==> config.mk <==
export PLATFORM = sky130hd
export DESIGN_NAME = dual_const_mul
export DESIGN_NICKNAME = d
export VERILOG_FILES = /design/src/rtl/dcm_pkg.sv /design/src/rtl/dcm_addsub.sv /design/src/rtl/dcm_shared_core.sv /design/src/rtl/dcm_out_stage.sv /design/src/rtl/dual_const_mul.sv
export SDC_FILE = /design/constraint.sdc
export NUM_CORES = 1
export LEC_CHECK = 0
export BUFFER_PORTS_ARGS = -buffer_cell sky130_fd_sc_hd__buf_4
export CORE_ASPECT_RATIO = 1.25
export CORE_UTILIZATION = 42
export CTS_BUF_LIST = sky130_fd_sc_hd__clkbuf_16
export DETAILED_ROUTE_END_ITERATION = 7
export HOLD_SLACK_MARGIN = 0.03
export PLACE_DENSITY_LB_ADDON = 0.25
export SYNTH_ARGS = -nofsm -noshare
export SYNTH_HDL_FRONTEND = slang
export SYNTH_SLANG_ARGS = --single-unit
==> constraint.sdc <==
create_clock -name clk -period 1.1 [get_ports clk]
set_input_delay 0 -clock clk [delete_from_list [all_inputs] [get_ports clk]]
set_output_delay 0 -clock clk [all_outputs]
set_load 0.02 [all_outputs]
==> src/rtl/dcm_pkg.sv <==
package dcm_pkg;

    // Extra product bits over the input width: 43 < 2^6 keeps every product in range.
    localparam int GROWTH = 6;

    typedef enum logic {
        OP_ADD = 1'b0,
        OP_SUB = 1'b1
    } addsub_op_e;

endpackage

==> src/rtl/dcm_addsub.sv <==
module dcm_addsub
    import dcm_pkg::*;
#(
    parameter int A_W = 8,
    parameter int B_W = 8,
    parameter int Y_W = 14
) (
    input  logic signed [A_W-1:0] a,
    input  logic signed [B_W-1:0] b,
    input  addsub_op_e            op,
    output logic signed [Y_W-1:0] y
);

    logic signed [Y_W-1:0] a_ext;
    logic signed [Y_W-1:0] b_ext;

    // Sign-extend both operands to the result width, then add or subtract.
    always_comb begin
        a_ext = Y_W'(a);
        b_ext = Y_W'(b);
        if (op == OP_SUB) begin
            y = a_ext - b_ext;
        end else begin
            y = a_ext + b_ext;
        end
    end

endmodule

==> src/rtl/dcm_shared_core.sv <==
module dcm_shared_core
    import dcm_pkg::*;
#(
    parameter int IN_W  = 8,
    parameter int OUT_W = IN_W + GROWTH
) (
    input  logic signed [IN_W-1:0]  x,
    output logic signed [OUT_W-1:0] p29,
    output logic signed [OUT_W-1:0] p43
);

    localparam int SEV_W = IN_W + 3;   // holds 7x for any signed x
    localparam int SH2_W = SEV_W + 2;
    localparam int SH1_W = SEV_W + 1;

    logic signed [SEV_W-1:0] x_sh3;
    logic signed [SEV_W-1:0] seven_x;
    logic signed [SH2_W-1:0] seven_sh2;
    logic signed [SH1_W-1:0] seven_sh1;

    // Shifts are wiring only.
    assign x_sh3     = {x, 3'b000};
    assign seven_sh2 = {seven_x, 2'b00};
    assign seven_sh1 = {seven_x, 1'b0};

    // Operation 1: 7x = 8x - x
    dcm_addsub #(.A_W(SEV_W), .B_W(IN_W), .Y_W(SEV_W)) u_sev (
        .a (x_sh3),
        .b (x),
        .op(OP_SUB),
        .y (seven_x)
    );

    // Operation 2: 29x = 28x + x
    dcm_addsub #(.A_W(SH2_W), .B_W(IN_W), .Y_W(OUT_W)) u_p29 (
        .a (seven_sh2),
        .b (x),
        .op(OP_ADD),
        .y (p29)
    );

    // Operation 3: 43x = 29x + 14x
    dcm_addsub #(.A_W(OUT_W), .B_W(SH1_W), .Y_W(OUT_W)) u_p43 (
        .a (p29),
        .b (seven_sh1),
        .op(OP_ADD),
        .y (p43)
    );

    localparam logic signed [OUT_W-1:0] K29 = OUT_W'(29);
    localparam logic signed [OUT_W-1:0] K43 = OUT_W'(43);
    logic signed [OUT_W-1:0] x_wide;
    assign x_wide = OUT_W'(x);

    always_comb begin
        a_r1_prod29: assert (p29 == x_wide * K29);
        a_r2_prod43: assert (p43 == x_wide * K43);
        if (x != '0) begin
            a_r3_no_overflow: assert (p43[OUT_W-1] == x[IN_W-1] && p29[OUT_W-1] == x[IN_W-1]);
        end
    end

endmodule

==> src/rtl/dcm_out_stage.sv <==
module dcm_out_stage #(
    parameter int W       = 14,
    parameter bit REG_OUT = 1'b1
) (
    input  logic         clk,
    input  logic         rst_n,
    input  logic         vld_i,
    input  logic [W-1:0] p29_i,
    input  logic [W-1:0] p43_i,
    output logic         vld_o,
    output logic [W-1:0] p29_o,
    output logic [W-1:0] p43_o
);

    generate
        if (REG_OUT) begin : g_reg
            typedef struct packed {
                logic         vld;
                logic [W-1:0] p29;
                logic [W-1:0] p43;
            } stage_t;

            stage_t st_d;
            stage_t st_q;

            always_comb begin
                st_d     = st_q;
                st_d.vld = vld_i;
                if (vld_i) begin
                    st_d.p29 = p29_i;
                    st_d.p43 = p43_i;
                end
            end

            always_ff @(posedge clk or negedge rst_n) begin
                if (!rst_n) begin
                    st_q <= '0;
                end else begin
                    st_q <= st_d;
                end
            end

            assign vld_o = st_q.vld;
            assign p29_o = st_q.p29;
            assign p43_o = st_q.p43;

            a_r4_valid_follows: assert property (@(posedge clk) disable iff (!rst_n)
                vld_i |=> (vld_o && p29_o == $past(p29_i) && p43_o == $past(p43_i)));

            a_r5_hold_idle: assert property (@(posedge clk) disable iff (!rst_n)
                !vld_i |=> (!vld_o && $stable(p29_o) && $stable(p43_o)));

            always_comb begin
                if (!rst_n) begin
                    a_r6_reset_clear: assert (!vld_o && p29_o == '0 && p43_o == '0);
                end
            end
        end else begin : g_comb
            assign vld_o = vld_i;
            assign p29_o = p29_i;
            assign p43_o = p43_i;

            a_r7_same_cycle: assert property (@(posedge clk) disable iff (!rst_n)
                (vld_o == vld_i) && (p29_o == p29_i) && (p43_o == p43_i));
        end
    endgenerate

endmodule

==> src/rtl/dual_const_mul.sv <==
module dual_const_mul
    import dcm_pkg::*;
#(
    parameter int  IN_W    = 8,
    parameter bit  REG_OUT = 1'b1,
    localparam int OUT_W   = IN_W + GROWTH
) (
    input  logic             clk,
    input  logic             rst_n,
    input  logic             in_valid,
    input  logic [IN_W-1:0]  x_in,
    output logic             out_valid,
    output logic [OUT_W-1:0] prod29,
    output logic [OUT_W-1:0] prod43
);

    logic signed [OUT_W-1:0] core29;
    logic signed [OUT_W-1:0] core43;

    dcm_shared_core #(.IN_W(IN_W), .OUT_W(OUT_W)) u_core (
        .x  ($signed(x_in)),
        .p29(core29),
        .p43(core43)
    );

    dcm_out_stage #(.W(OUT_W), .REG_OUT(REG_OUT)) u_stage (
        .clk  (clk),
        .rst_n(rst_n),
        .vld_i(in_valid),
        .p29_i(core29),
        .p43_i(core43),
        .vld_o(out_valid),
        .p29_o(prod29),
        .p43_o(prod43)
    );

endmodule

Word level (Yosys, flattened, before mapping)
Cells that the tools add are included.
Storage, ports and cells
  register bits: 29
  bits of input ports: 11
Cells by class
  add/sub/neg operators: 3
Operator list (count)
  $add 13x8->14: 1
  $add 14x12->14: 1
  $sub 11x8->11: 1

Longest topological paths before layout
  word-level depth: 3
  mapped depth: 20
  gate-level depth less buffers: 20

Modules after synthesis
Synthesis repeated with hierarchy kept, for this count alone.
Second synthesis, totals
  cells, all modules: 410
  area total of the unflattened synthesis: 3794.9 µm²
Modules (own cells, without submodules)
  dcm_out_stage: cells an instance 60, instances 1, area each 1167.4 µm², sequential area each 725.7 µm²
  dcm_addsub (u_core.u_p43): cells an instance 135, instances 1, area each 1019.7 µm², sequential area each 0.0 µm²
  dcm_addsub (u_core.u_p29): cells an instance 117, instances 1, area each 863.3 µm², sequential area each 0.0 µm²
  dcm_addsub (u_core.u_sev): cells an instance 96, instances 1, area each 737.0 µm², sequential area each 0.0 µm²
  dcm_shared_core: cells an instance 2, instances 1, area each 7.5 µm², sequential area each 0.0 µm²

Least setup slack after synthesis
Ideal clock, no wire load.
  kind: input port to flip-flop
  start point: input x_in[3]
  end point: register u_stage.g_reg.st_q (netlist bit u_stage.p43_o[13])
  setup slack: -2.609 ns
  cell stages on the path: 19
  arrival time: 3.583 ns
  setup time: 0.125 ns
  cells stage by stage: inv_1 ha_1 a21o_1 a21o_1 a21o_1 a2111oi_0 nor3_1 xnor2_1 ha_1 inv_1 a211oi_1 or3_1 and2_1 ha_1 nor2_1 a311oi_2 xor2_1 xnor2_1 mux2_4
Between the ends
  word-level cells in the longest chain between the ends: 3
RTL lines
  from (decl): line dual_const_mul.sv:11  | input logic [IN_W-1:0] x_in,
  $sub 11x8->11: line dcm_addsub.sv:22  | y = a_ext - b_ext;
  $add 13x8->14 (*): line dcm_addsub.sv:24  | y = a_ext + b_ext;
  named net core29[12]: line dual_const_mul.sv:17  | logic signed [OUT_W-1:0] core29;
  $add 14x12->14 (*): line dcm_addsub.sv:24
  to (signal assigned): line dcm_out_stage.sv:39  | st_q <= st_d;
  to (decl): line dcm_out_stage.sv:24  | stage_t st_q;
The timed path passes the listed nets; every way through them passes the cells marked *.
A chain may end at the register's enable or synchronous reset.

Final worst setup path
  start point: input x_in[0]
  end point: register u_stage.g_reg.st_q (netlist bit u_stage.p43_o[13])
Same word-level chain as after synthesis.

==> reports/metrics.cfg <==
[synthesis]
synth_sequential_area_ratio = 0.294
synthAdderAreaFrac = 0.179
multiplexer_share_of_the_synthesized_area = 0.0928
ffs_latches_synth = 28
synthesis.yosys.warnings = 0
synth_area_per_cell_sq_um = 10.1
synth_area_sq_um = 2390
synth_cells = 237
synth_async_sr_flop_share = 1.00
ys.flop_type = sky130_fd_sc_hd__dfrtp_1
synth_compound_area_frac = 0.208
number_of_flops_mapped_to_enable_cells_by_yosys = 0
synth-xor-area-share = 0.0844
synth_top_family_by_area = compound AO/OA/AOI/OAI gates
synth_simple_gate_area_share = 0.103
ys_types = 46
syn_nets = 281

[placement]
placed_cells_incl_taps = 428
hpwl_microns = 4810
gp_routability_congestion = 0.810
buffer_ports.inserted = 39
setup_slack_placement_ns = -2.56

[layout]
most-common-layout-cells = 118 x sky130_fd_sc_hd__buf_4, 48 x sky130_fd_sc_hd__buf_6, 28 x sky130_fd_sc_hd__dfrtp_1
drive_gt1_frac = 0.709
layout-area-overhead-vs-synth_pct = 103
fillerInstances = 214
multi_input_comb_area_sq_um = 2360
mostFrequentLayoutCell = sky130_fd_sc_hd__buf_4
postLayoutCoreUtil = 0.889
ff_latch_area_sq_um = 701
insertedDiodeCount = 0
layoutNonFillerInstCount = 473
num-nets-final = 454

[run_status]
failed_checks = setup timing
run_status = finished with violations

[routing]
firstDrtPassIters = 4
drt_wl_total_microns = 11400
routed_wire_length_per_instance_microns = 24.0
vias = 2762
vias_per_cell = 5.84
first_iter_violations = 97
drtAntennaViolNets = 0
remaining_drc_errors = 0

[floorplan]
core.rowCount = 30
core_footprint_sq_um = 5440
floorplan.die_area_sq_um = 5990
die-width_microns = 69.4
ios = 40
die_h_microns = 86.3
initial_core_util = 0.438

[setup_path]
critPathMostFrequentCell = sky130_fd_sc_hd__a21o_1
worstRegToRegCells = 2
buffers_and_inverters_on_the_worst_path = 2
critPathRequiredTime_ns = 1.26
timing.critical_path.depth = 19
slowest_stage = sky130_fd_sc_hd__or3_1
critical_path_class = in -> reg
timing.critical_path.cells = buf_12, ha_4, a21o_1, a21o_1, a21o_1, a2111oi_4, nor3_2, xnor2_1, ha_1, inv_2, a211oi_1, or3_1, and2_4, ha_4, nor2_1, a311oi_2, xor2_1, xnor2_1, mux2_4
end_kind = register
critical_path.startpoint_type = input port
max_stage_delay_ns = 0.36
critical_path_arrival_ns = 3.67
critPathMaxFanout = 4
cp_top_family = compound AO/OA/AOI/OAI gates

[hold_path]
hold_path_depth = 2
timing.hold.worst.class = in -> reg

[clocking]
clock_latency_ns = 0.27
clk_pin_slew_ns = 0.07
clk_path_buf_depth = 2
htreeDepth = 1
cts_tree = built
cts_made_buffers = 3
cts_root_buf = sky130_fd_sc_hd__clkbuf_16
clock_sinks = 28

[global_routing]
met1_track_demand_over_resource_in_global_routing = 0.330
grt_pass1_vias = 2923
globalRouteOverflowTotal = 0
antenna_found_initial = 0
globalRouteMet3Util = 0.0453
grt_util_all_layers = 0.321
grt_max_degree = 29
grt_busiest_layer = met2
grt_first_pass_wirelength_microns = 14800
grt_use_met2 = 0.639

[power]
pwr_dens_nw_per_um2 = 2400
vdd.ir_drop.worst_mv = 2.02
leakage_nw = 2.26

[timing]
smallest_setup_slack_after_layout_ns = -2.42
clock_skews_ns = 0
final_number_of_max_transition_violations = 0
timing_hold_violations_final = 0
post-route-period-util = 3.20
tns_ns = -30.13
max_slew.worst_pin.slew_ns = 0.427
relSlewSlack = 0.714
maxClockFrequency_mhz = 284
period_needed_ns = 3.52
setup_viol = 22
unrepaired_setup_endpoints_after_global_routing = yes

[flow_run]
drv.max_cap_violation_count = 0

-- cells in the mapped netlist, types with 2 or more instances --
cell type	instances	area, sq um
sky130_fd_sc_hd__dfrtp_1	28	701
sky130_fd_sc_hd__nor3b_1	2	15.0
sky130_fd_sc_hd__o21ai_0	11	55.1
sky130_fd_sc_hd__nor2b_1	4	25.0
sky130_fd_sc_hd__ha_1	31	388
sky130_fd_sc_hd__o21a_1	5	37.5
sky130_fd_sc_hd__mux2_4	2	30.0
sky130_fd_sc_hd__clkbuf_1	2	7.51
sky130_fd_sc_hd__a211oi_1	4	30.0
sky130_fd_sc_hd__xor2_1	6	52.6
sky130_fd_sc_hd__a21o_1	10	75.1
sky130_fd_sc_hd__o41ai_4	2	55.1
sky130_fd_sc_hd__xnor2_1	17	149
sky130_fd_sc_hd__a21oi_1	11	55.1
sky130_fd_sc_hd__nor3_1	9	45.0
sky130_fd_sc_hd__inv_1	16	60.1
sky130_fd_sc_hd__mux2_2	17	191
sky130_fd_sc_hd__or3_1	2	12.5
sky130_fd_sc_hd__o21ai_1	3	15.0
sky130_fd_sc_hd__nor2_1	19	71.3
sky130_fd_sc_hd__a31oi_1	4	25.0
sky130_fd_sc_hd__nand2_1	7	26.3
sky130_fd_sc_hd__fa_1	2	40.0
-- where the power goes --
group	internal [W]	switching, W
registers	0.00143	0.000286
clock network	0.000489	0.000379
logic	0.00491	0.00414
-- worst register-to-register path, delay by kind of cell (launching register included) --
kind | cells | cell delay (ns)
flip-flops | 1 | 0.39
AO/OA/AOI/OAI | 1 | 0.21
AND/OR/NAND/NOR | 1 | 0.16
-- metrics by stage --
step | cell area, sq um | hold WS [ns] | total power (W)
2_1_floorplan | 2530 | -0.296 | 0.00493
3_3_place_gp | 3580 | -0.0617 | 0.00723
3_5_place_dp | 3580 | -0.0590 | 0.00734
4_1_cts | 4680 | 0.0426 | 0.0104
5_1_grt | 4840 | 0.0701 | 0.0120
6_report | 4840 | 0.0594 | 0.0116
-- repair_timing --
| item | 4_1_cts | 5_1_grt |
|---|---|---|
| endpoints found under the hold margin | 29 | 0 |
| pin swaps | 53 | 14 |
| gates resized for setup | 141 | 40 |
| setup buffers | 48 | 11 |
| endpoints found under the setup margin | 23 | 23 |
| hold buffers | 2 | 0 |
-- logic make-up after synthesis --
| logic type | after synthesis |
|---|---|
| AOI/OAI and AO/OA | 63 |
| adders and majority gates | 33 |
| muxes | 19 |
| buffers and inverters | 21 |
| DFF | 28 |
| and+or+nand+nor | 50 |
| xor gates and xnor gates | 23 |
-- worst paths after layout --
check	startpoint	endpoint	slack, ns
setup / recovery	x_in[0]	u_stage.p43_o[13]	-2.42
hold / removal	in_valid	u_stage.p29_o[13]	0.06
setup reg to reg	u_stage.p29_o[12]	u_stage.p29_o[12]	0.24
hold reg to reg	u_stage.p43_o[5]	u_stage.p43_o[5]	0.49
max in group asynchronous	rst_n	u_stage.p29_o[10]	0.60
min in group asynchronous	rst_n	u_stage.p43_o[1]	0.21
-- metal layers --
layer	part of all wire	vias up	wire [microns]
li1	-	1200	-
met1	0.36	1366	4060
met2	0.54	136	6120
met3	0.038	60	437
met4	0.065	0	741
met5	0	-	0
-- area by class of cell --
cell class,instances,area share
Timing Repair Buffer,172,0.315
Sequential cell,28,0.145
Tap cell,64,0.0166
Clock inverter,1,0.000776
Clock buffer,3,0.0155
Inverter,17,0.0199
Multi-Input combinational cell,188,0.488
-- registers in the layout, indices dropped and copies added, names as in the netlist --
signal and cells:
u_stage.p43_o 13, u_stage.vld_o 1, u_stage.p29_o 14
(Power assumes the default switching activity.)
